**src/rtl/tsplit_pkg.sv**
```systemverilog
package tsplit_pkg;

  // occupancy of a single output slot
  typedef enum logic {
    SLOT_EMPTY = 1'b0,
    SLOT_FULL  = 1'b1
  } slot_state_e;

endpackage

```
**src/rtl/tsplit_rst_sync.sv**
```systemverilog
module tsplit_rst_sync #(
  parameter int STAGES = 2
) (
  input  logic clk,
  input  logic rst_n,
  output logic rst_core_n
);

  logic [STAGES-1:0] chain_q;
  logic [STAGES-1:0] chain_d;

  always_comb begin
    chain_d = {chain_q[STAGES-2:0], 1'b1};
  end

  always_ff @(posedge clk or negedge rst_n) begin
    if (!rst_n) begin
      chain_q <= '0;
    end else begin
      chain_q <= chain_d;
    end
  end

  assign rst_core_n = chain_q[STAGES-1];

endmodule

```
**src/rtl/tsplit_steer.sv**
```systemverilog
module tsplit_steer #(
  parameter int NUM_OUT = 4,
  parameter int CTRL_W  = 3
) (
  input  logic               run,
  input  logic               c_valid,
  input  logic               a_valid,
  input  logic [CTRL_W-1:0]  c_sel,
  input  logic [NUM_OUT-1:0] slot_ready,
  output logic               fire,
  output logic               bad_sel,
  output logic [NUM_OUT-1:0] load
);

  localparam logic [CTRL_W:0] SEL_LIMIT = (CTRL_W+1)'(NUM_OUT);

  logic [NUM_OUT-1:0] sel_hot;
  logic               in_range;
  logic               joined;
  logic               target_ready;

  // one-hot decode of the control value
  for (genvar i = 0; i < NUM_OUT; i++) begin : g_dec
    assign sel_hot[i] = (c_sel == CTRL_W'(i));
  end

  always_comb begin
    in_range     = ({1'b0, c_sel} < SEL_LIMIT);
    joined       = run && c_valid && a_valid;
    target_ready = |(sel_hot & slot_ready);
    // out-of-range values drain at once; legal ones wait for their slot
    fire         = joined && (!in_range || target_ready);
    bad_sel      = fire && !in_range;
    load         = (fire && in_range) ? sel_hot : '0;
  end

endmodule

```
**src/rtl/tsplit_slot.sv**
```systemverilog
module tsplit_slot
  import tsplit_pkg::*;
#(
  parameter int DATA_W = 8
) (
  input  logic              clk,
  input  logic              rst_n,
  input  logic              load,
  input  logic [DATA_W-1:0] load_data,
  output logic              can_take,
  output logic              out_valid,
  input  logic              out_ready,
  output logic [DATA_W-1:0] out_data
);

  slot_state_e       state_q, state_d;
  logic [DATA_W-1:0] data_q;
  logic              data_en;

  always_comb begin
    state_d = state_q;
    if (state_q == SLOT_FULL && out_ready) begin
      state_d = SLOT_EMPTY;
    end
    if (load) begin
      state_d = SLOT_FULL;
    end
    data_en  = load;
    can_take = (state_q == SLOT_EMPTY) || out_ready;
  end

  always_ff @(posedge clk or negedge rst_n) begin
    if (!rst_n) begin
      state_q <= SLOT_EMPTY;
    end else begin
      state_q <= state_d;
    end
  end

  always_ff @(posedge clk) begin
    if (data_en) begin
      data_q <= load_data;
    end
  end

  assign out_valid = (state_q == SLOT_FULL);
  assign out_data  = data_q;

endmodule

```
**src/rtl/token_split_node.sv**
```systemverilog
module token_split_node #(
  parameter int DATA_W  = 8,
  parameter int NUM_OUT = 4,
  parameter int CTRL_W  = 3
) (
  input  logic                      clk,
  input  logic                      rst_n,
  input  logic                      c_valid,
  output logic                      c_ready,
  input  logic [CTRL_W-1:0]         c_sel,
  input  logic                      a_valid,
  output logic                      a_ready,
  input  logic [DATA_W-1:0]         a_data,
  output logic [NUM_OUT-1:0]        z_valid,
  input  logic [NUM_OUT-1:0]        z_ready,
  output logic [NUM_OUT*DATA_W-1:0] z_data,
  output logic                      err_pulse
);

  logic               rst_core_n;
  logic               fire;
  logic               bad_sel;
  logic [NUM_OUT-1:0] load;
  logic [NUM_OUT-1:0] slot_ready;
  logic               err_q, err_d;

  tsplit_rst_sync #(.STAGES(2)) u_rst (
    .clk        (clk),
    .rst_n      (rst_n),
    .rst_core_n (rst_core_n)
  );

  tsplit_steer #(.NUM_OUT(NUM_OUT), .CTRL_W(CTRL_W)) u_steer (
    .run        (rst_core_n),
    .c_valid    (c_valid),
    .a_valid    (a_valid),
    .c_sel      (c_sel),
    .slot_ready (slot_ready),
    .fire       (fire),
    .bad_sel    (bad_sel),
    .load       (load)
  );

  for (genvar i = 0; i < NUM_OUT; i++) begin : g_slot
    tsplit_slot #(.DATA_W(DATA_W)) u_slot (
      .clk       (clk),
      .rst_n     (rst_core_n),
      .load      (load[i]),
      .load_data (a_data),
      .can_take  (slot_ready[i]),
      .out_valid (z_valid[i]),
      .out_ready (z_ready[i]),
      .out_data  (z_data[i*DATA_W +: DATA_W])
    );
  end

  always_comb begin
    err_d = bad_sel;
  end

  always_ff @(posedge clk or negedge rst_core_n) begin
    if (!rst_core_n) begin
      err_q <= 1'b0;
    end else begin
      err_q <= err_d;
    end
  end

  assign c_ready   = fire;
  assign a_ready   = fire;
  assign err_pulse = err_q;

endmodule

```
**config.mk**
```make
export PLATFORM = sky130hd
export DESIGN_NAME = token_split_node
export DESIGN_NICKNAME = d
export VERILOG_FILES = /design/src/rtl/tsplit_pkg.sv /design/src/rtl/tsplit_rst_sync.sv /design/src/rtl/tsplit_steer.sv /design/src/rtl/tsplit_slot.sv /design/src/rtl/token_split_node.sv
export SDC_FILE = /design/constraint.sdc
export NUM_CORES = 1
export LEC_CHECK = 0
export BUFFER_PORTS_ARGS = -buffer_cell sky130_fd_sc_hd__buf_2
export CAP_MARGIN = 20
export CORE_ASPECT_RATIO = 0.75
export CORE_MARGIN = 10
export CORE_UTILIZATION = 35
export CTS_CLUSTER_SIZE = 30
export DETAILED_ROUTE_END_ITERATION = 8
export GPL_TIMING_DRIVEN = 0
export HOLD_SLACK_MARGIN = 0.03
export RECOVER_POWER = 100
export SYNTH_ARGS = -nofsm -noshare
export SYNTH_HDL_FRONTEND = slang
export SYNTH_HIERARCHICAL = 1
export SYNTH_SLANG_ARGS = --single-unit
```
**constraint.sdc**
```tcl
create_clock -name clk -period 1.95 [get_ports clk]
set_input_delay 0.39 -clock clk [delete_from_list [all_inputs] [get_ports clk]]
set_output_delay 0.39 -clock clk [all_outputs]
set_load 0.01 [all_outputs]
```
==> results of run 1 <==
-- timing repair --
action                     CTS  global route
hold endpoints to repair     2             0
hold buffers                 1             0
resized for setup            5             7
pin swaps                    1             2
setup endpoints to repair   28             1
setup buffers                0             1
-- kinds of logic after synthesis --
kind of cell | after synthesis
DFF | 39
and+or+nand+nor | 19
buffers and inverters | 3
AOI/OAI and AO/OA | 1
muxes | 1
other | 1
-- worst max-delay path, stage by stage, from the launching register on --
cell and delay (ns):
dfrtp_1 0.39, nand2b_4 0.06, mux2_4 0.27, nor3b_1 0.27, nor3_2 0.10, buf_2 0.15
-- per-layer routing --
layer	GRT usage (%)	vias to the layer above	part of all wire, %
met5	0	-	0
met4	3.640	0	0.97
met3	4.883	5	7.9
met2	14.18	38	47
met1	9.469	373	44
li1	-	365	-
-- flip-flops by register name, indices dropped and copies added (netlist names) --
register,count
g_slot.u_slot/out_data,32
g_slot.u_slot/out_valid,4
u_rst/chain_q,2
err_pulse,1
-- power by group through the flow --
| stage | logic [mW] | clock network, mW | registers (mW) |
|---|---|---|---|
| floorplan | 0.0172 | 0 | 0.937 |
| global placement | 0.0571 | 0 | 0.934 |
| detailed placement | 0.0613 | 0 | 0.934 |
| CTS | 0.0656 | 0.514 | 0.917 |
| global route | 0.0704 | 0.554 | 0.917 |
| finish | 0.0648 | 0.497 | 0.917 |
-- cells in the final DEF, fill, tap and decap left out --
| cell | n |
|---|---|
| nand2b_4 | 4 |
| nor3_2 | 1 |
| conb_1 | 1 |
| buf_2 | 10 |
| clkinv_2 | 1 |
| nor3b_1 | 1 |
| nor4_1 | 1 |
| mux2_4 | 1 |
| a2111oi_4 | 1 |
| nand4bb_1 | 1 |
| dfrtp_1 | 6 |
| nand2_1 | 1 |
| buf_6 | 1 |
| edfxtp_1 | 32 |
| nor2_2 | 2 |
| nand3_1 | 1 |
| dlygate4sd3_1 | 1 |
| buf_4 | 2 |
| inv_1 | 2 |
| nor4b_4 | 1 |
| clkbuf_8 | 5 |
| nand2b_2 | 4 |
| nor2b_2 | 1 |
| nor2_1 | 1 |
| clkbuf_1 | 48 |
| dfrtp_2 | 1 |
-- worst paths after layout --
path                                                             start                                     end  slack [ns]
max in group asynchronous                                        rst_n              u_rst/chain_q[1]$_DFF_PN0_        1.39
worst max-delay path            g_slot[2].u_slot/out_valid$_DFFE_PN0P_                                 a_ready        0.04
worst min register to register              u_rst/chain_q[1]$_DFF_PN0_  g_slot[0].u_slot/out_valid$_DFFE_PN0P_        0.08
worst max register to register              u_rst/chain_q[1]$_DFF_PN0_  g_slot[3].u_slot/out_data[6]$_DFFE_PP_        0.16
min in group clk                            u_rst/chain_q[0]$_DFF_PN0_              u_rst/chain_q[1]$_DFF_PN0_        0.36
worst min-delay path                        u_rst/chain_q[1]$_DFF_PN0_  g_slot[0].u_slot/out_valid$_DFFE_PN0P_        0.08
-- through the flow --
stage                     util [%]  power (mW)  instance area (um^2)  instances  worst slack (ns)
after floorplan                  -      0.9545                  1336         64          0.002646
after global placement       46.07      0.9914                  1687        173           -0.7412
after detailed placement     46.45      0.9957                  1700        174           -0.2580
after CTS                    49.38       1.496                  1808        183          0.003998
after global routing         48.60       1.542                  1779        183           0.01237
final                        48.60       1.479                  1779        183           0.03764
-- area by class of cell --
class	count	area [um^2]	share of cell area, %
Inverter	2	7.507	0.4219
Sequential cell	39	1137	63.92
Clock inverter	1	5.005	0.2813
Timing Repair Buffer	60	259.0	14.56
Clock buffer	7	76.32	4.290
Multi-Input combinational cell	22	229.0	12.87
Tap cell	52	65.06	3.657
==> impl_metrics.ini, run 1 <==
[die]
fp.coreArea_um2 = 3661
pin_count = 58
start_util_pct = 36.33
fp.dieArea_um2 = 6691
die_w_um = 91.18
rows = 19
die_h_um = 73.39

[logic_synthesis]
ys_types = 18
synthMuxAreaShare_pct = 0.8467
synth_top_area_share_pct = 72.25
yosysMostFrequentCell = edfxtp_1
synth_compound_area_share_pct = 0.6585
synth_edf_count = 32
synthFlopType = edfxtp_1
synth-seq-cells = 39
synthXorXnorAreaFrac_pct = 0
synth_common_cells = edfxtp_1 (32), dfrtp_1 (7), nand2b_2 (4), nand2b_4 (4), nor2_1 (3)
synth_top_family_by_area = simple AND/OR/NAND/NOR gates
yosys.area_share.simple_pct = 11.67
ys_warn_count = 6
synth_top_area_cell = edfxtp_1
synthAdderAreaFrac_pct = 0
postSynthAreaPerCell_um2 = 20.78
syn_inst = 64
syn-cell-area_um2 = 1330
synth_nets = 83
ys_seq_area_share_pct = 85.42
synthTopCellsByArea = edfxtp_1 (72%), dfrtp_1 (13%), nand2b_4 (4.1%)
synth_async_sr_flop_share_pct = 17.95

[cells_and_area]
num_antenna_cells = 0
fillers = 353
syn_to_final_growth_pct = 33.77
nets = 149
post_route_cells_drive_above_1_share_pct = 26.72

[clock_tree]
numCtsBuffers = 5
cts.sinks = 39
clk_pin_slew_worst_paths_ns = 0.07
clk_path_buf_depth = 2
root_buffer = clkbuf_8
h-tree-depth = 2
clk_latency_ns = 0.28
cts_tree = built

[pwr]
pwr-share-comb_pct = 4.4
p_seq_share_pct = 62.0
internal-power_mw = 1.190
p_per_area_nw_per_um2 = 831.0
p_leak_nw = 0.6355
max-vdd-ir-drop_mv = 0.3800
clockPowerShare_pct = 33.6
swShare_pct = 19.50
p_switching_uw = 288.4

[sta]
period_share_pct = 98.07
slew_headroom_pct = 52.28
hold_slack_ns = 0.07990
fin_crit_ns = 1.912
skew_ns = 0.004833
hold_viol = 0
setup-tns-final_ns = 0
worst_pin_slew_ns = 0.7128
setup_viol = 0
rsz0062_at_grt = no
fmax_mhz = 522.9
drv_slew = 0

[drt]
drtIter0Drc = 12
vias = 781
drt-total-wl_um = 3086
vias_per_cell = 4.268
drt-wirelength-per-cell_um = 16.86
first_pass_iters = 3
ant_nets = 0
remaining_drc_errors = 0

[global_route]
grt_pass1_wl_um = 4526
antenna_found_initial = 0
gr-total-overflow = 0
grt_pass1_vias = 862
grt_max_degree = 12
track_usage_pct = 8.778

[critical_path]
cp-end-kind = primary output
rr_worst_depth = 3
startpoint_type = flop
arrival_ns = 1.52
criticalPathCategory = reg2out
cp.required_ns = 1.56
path_max_fanout = 2

[place]
gp_congestion = 0.7051
io_buffers = 57
dpl.hpwl_um = 2320

[run]
max-cap-violations = 0

[outcome]
status = finished clean

[min_path]
hp-class = reg2async
No activity file was read; power rests on OpenSTA's default activity.
==> run 2: changes to the inputs <==
--- a/config.mk
+++ b/config.mk
@@ -7,13 +7,16 @@
 export LEC_CHECK = 0
 export BUFFER_PORTS_ARGS = -buffer_cell sky130_fd_sc_hd__buf_2
 export CAP_MARGIN = 20
+export CELL_PAD_IN_SITES_DETAIL_PLACEMENT = 1
+export CELL_PAD_IN_SITES_GLOBAL_PLACEMENT = 2
 export CORE_ASPECT_RATIO = 0.75
 export CORE_MARGIN = 10
-export CORE_UTILIZATION = 35
+export CORE_UTILIZATION = 31
 export CTS_CLUSTER_SIZE = 30
 export DETAILED_ROUTE_END_ITERATION = 8
 export GPL_TIMING_DRIVEN = 0
 export HOLD_SLACK_MARGIN = 0.03
+export PLACE_DENSITY_LB_ADDON = 0.1
 export RECOVER_POWER = 100
 export SYNTH_ARGS = -nofsm -noshare
 export SYNTH_HDL_FRONTEND = slang
==> run 2 against run 1 <==
Against the previous run:
- die area increased by 9.7%
- via count shrank 0.51%
- design area up 0.14%
- largest cell class unchanged
- global-route usage is 0.078 points higher
- sequential cell count stayed put
- utilization down 5.2 points
==> impl_metrics.ini, run 2 (synthesis results as in run 1) <==
[place]
preCtsSetupSlack_ns = -0.2198
dpl.hpwl_um = 2464
gp_congestion = 0.6719
placed_area_um2 = 1712
io_buffers = 57

[clock_tree]
cts.sinks = 39
numCtsBuffers = 5
clk_latency_ns = 0.28
h-tree-depth = 2
clk_pin_slew_worst_paths_ns = 0.07
clk_path_buf_depth = 2
postCtsSetupRepairBufs = 0
cts_tree = built
root_buffer = clkbuf_8

[die]
rows = 20
fp.coreArea_um2 = 4104
start_util_pct = 32.41
fp.dieArea_um2 = 7338
pin_count = 58
die_w_um = 95.64
die_h_um = 76.73

[drt]
vias_per_cell = 4.177
drt-wirelength-per-cell_um = 16.69
first_pass_iters = 4
ant_nets = 0
drt-total-wl_um = 3104
vias = 777
remaining_drc_errors = 0
drtIter0Drc = 15

[global_route]
track_usage_pct = 8.856
gr-total-overflow = 0
grt_max_degree = 12
grt_pass1_wl_um = 4740
grt_pass1_vias = 871
antenna_found_initial = 0

[pwr]
p_leak_nw = 0.6313
p_per_area_nw_per_um2 = 828.4
max-vdd-ir-drop_mv = 0.4717
total_power_mw = 1.476

[cells_and_area]
final_common_cell = clkbuf_1
multi_input_comb_area_um2 = 231.5
num_antenna_cells = 0
seq_area_um2 = 1137
syn_to_final_growth_pct = 33.96
fin_area_um2 = 1782
layout_common_cells = clkbuf_1 (48), edfxtp_1 (32), buf_2 (10), dfrtp_1 (6), clkbuf_8 (5)
largest_reg_flops = 32
nets = 149
post_route_cells_drive_above_1_share_pct = 28.24
fillers = 450

[sta]
slew_headroom_pct = 63.29
setup-tns-final_ns = 0
fin_crit_ns = 1.807
rsz0062_at_grt = yes
hold_slack_ns = 0.08765
worst_pin_slew_ns = 0.5501
period_share_pct = 92.66
fmax_mhz = 553.5
skew_ns = 0.003975
hold_viol = 0
setup_viol = 0
fin_ws_ns = 0.1432
drv_slew = 0

[critical_path]
cp_num_buf_inv = 1
crit_path_cell_trace = nand2b_4, mux2_4, nor3b_2, nor3_2, buf_4
max_stage_delay_ns = 0.39
cp-end-kind = primary output
startpoint_type = flop
crit_family = flip-flops
cp.required_ns = 1.56
criticalPathCategory = reg2out
critPathSlowestCell = dfrtp_1
path_max_fanout = 2
reg2reg_setup_slack_ns = 0.14
arrival_ns = 1.42

[run]
max-cap-violations = 0

[min_path]
hp-class = reg2async

[outcome]
status = finished clean
run 2: cell count changes in the layout (fill, tap and decap cells not counted):
cell / before / now
nor4b_4: 1 / 0
nor3b_2: 0 / 1
nor4_2: 0 / 1
nor4_1: 1 / 0
buf_6: 1 / 0
nor3b_1: 1 / 0
nor4b_2: 0 / 1
buf_4: 2 / 3
run 2: per-stage QoR:
stage	std cells	utilization, %
3_5_place_dp	178	41.71
3_3_place_gp	176	41.19
6_report	186	43.41
2_1_floorplan	64	-
5_1_grt	186	43.41
4_1_cts	187	44.24
run 2: area by class of cell:
class	count	share of cell area (%)
Sequential cell	39	63.83
Clock inverter	1	0.2809
Inverter	2	0.4213
Multi-Input combinational cell	22	12.99
Timing Repair Buffer	60	14.33
Clock buffer	7	4.284
Tap cell	55	3.862
run 2: final timing paths:
| kind | start | end | cells past startpoint |
|---|---|---|---|
| worst min-delay path | u_rst/chain_q[1]$_DFF_PN0_ | g_slot[1].u_slot/out_valid$_DFFE_PN0P_ | 0 |
| worst min register to register | u_rst/chain_q[1]$_DFF_PN0_ | g_slot[1].u_slot/out_valid$_DFFE_PN0P_ | 0 |
| worst max register to register | u_rst/chain_q[1]$_DFF_PN0_ | g_slot[3].u_slot/out_data[3]$_DFFE_PP_ | 3 |
| max in group asynchronous | rst_n | u_rst/chain_q[1]$_DFF_PN0_ | 2 |
| worst max-delay path | g_slot[2].u_slot/out_valid$_DFFE_PN0P_ | c_ready | 5 |
| min in group clk | u_rst/chain_q[0]$_DFF_PN0_ | u_rst/chain_q[1]$_DFF_PN0_ | 0 |
run 2: layer usage:
| metal | wire length [um] | part of all wire, % | track usage (%) |
|---|---|---|---|
| met5 | 0 | 0 | 0 |
| met4 | 43 | 1.4 | 4.412 |
| met3 | 421 | 14 | 5.837 |
| met2 | 1520 | 49 | 13.65 |
| met1 | 1119 | 36 | 8.974 |
run 2: report_power, final:
part           internal, mW  switching (mW)
combinational        0.0277          0.0349
sequential            0.911         0.00559
clock                 0.250           0.246
total                  1.19           0.287
run 2: repair_timing:
item / in CTS / in global routing
pin swaps: 2 / 2
endpoints found under the hold margin: 2 / 0
setup endpoints to repair: 20 / 1
resized for setup: 5 / 6
hold buffers: 1 / 0
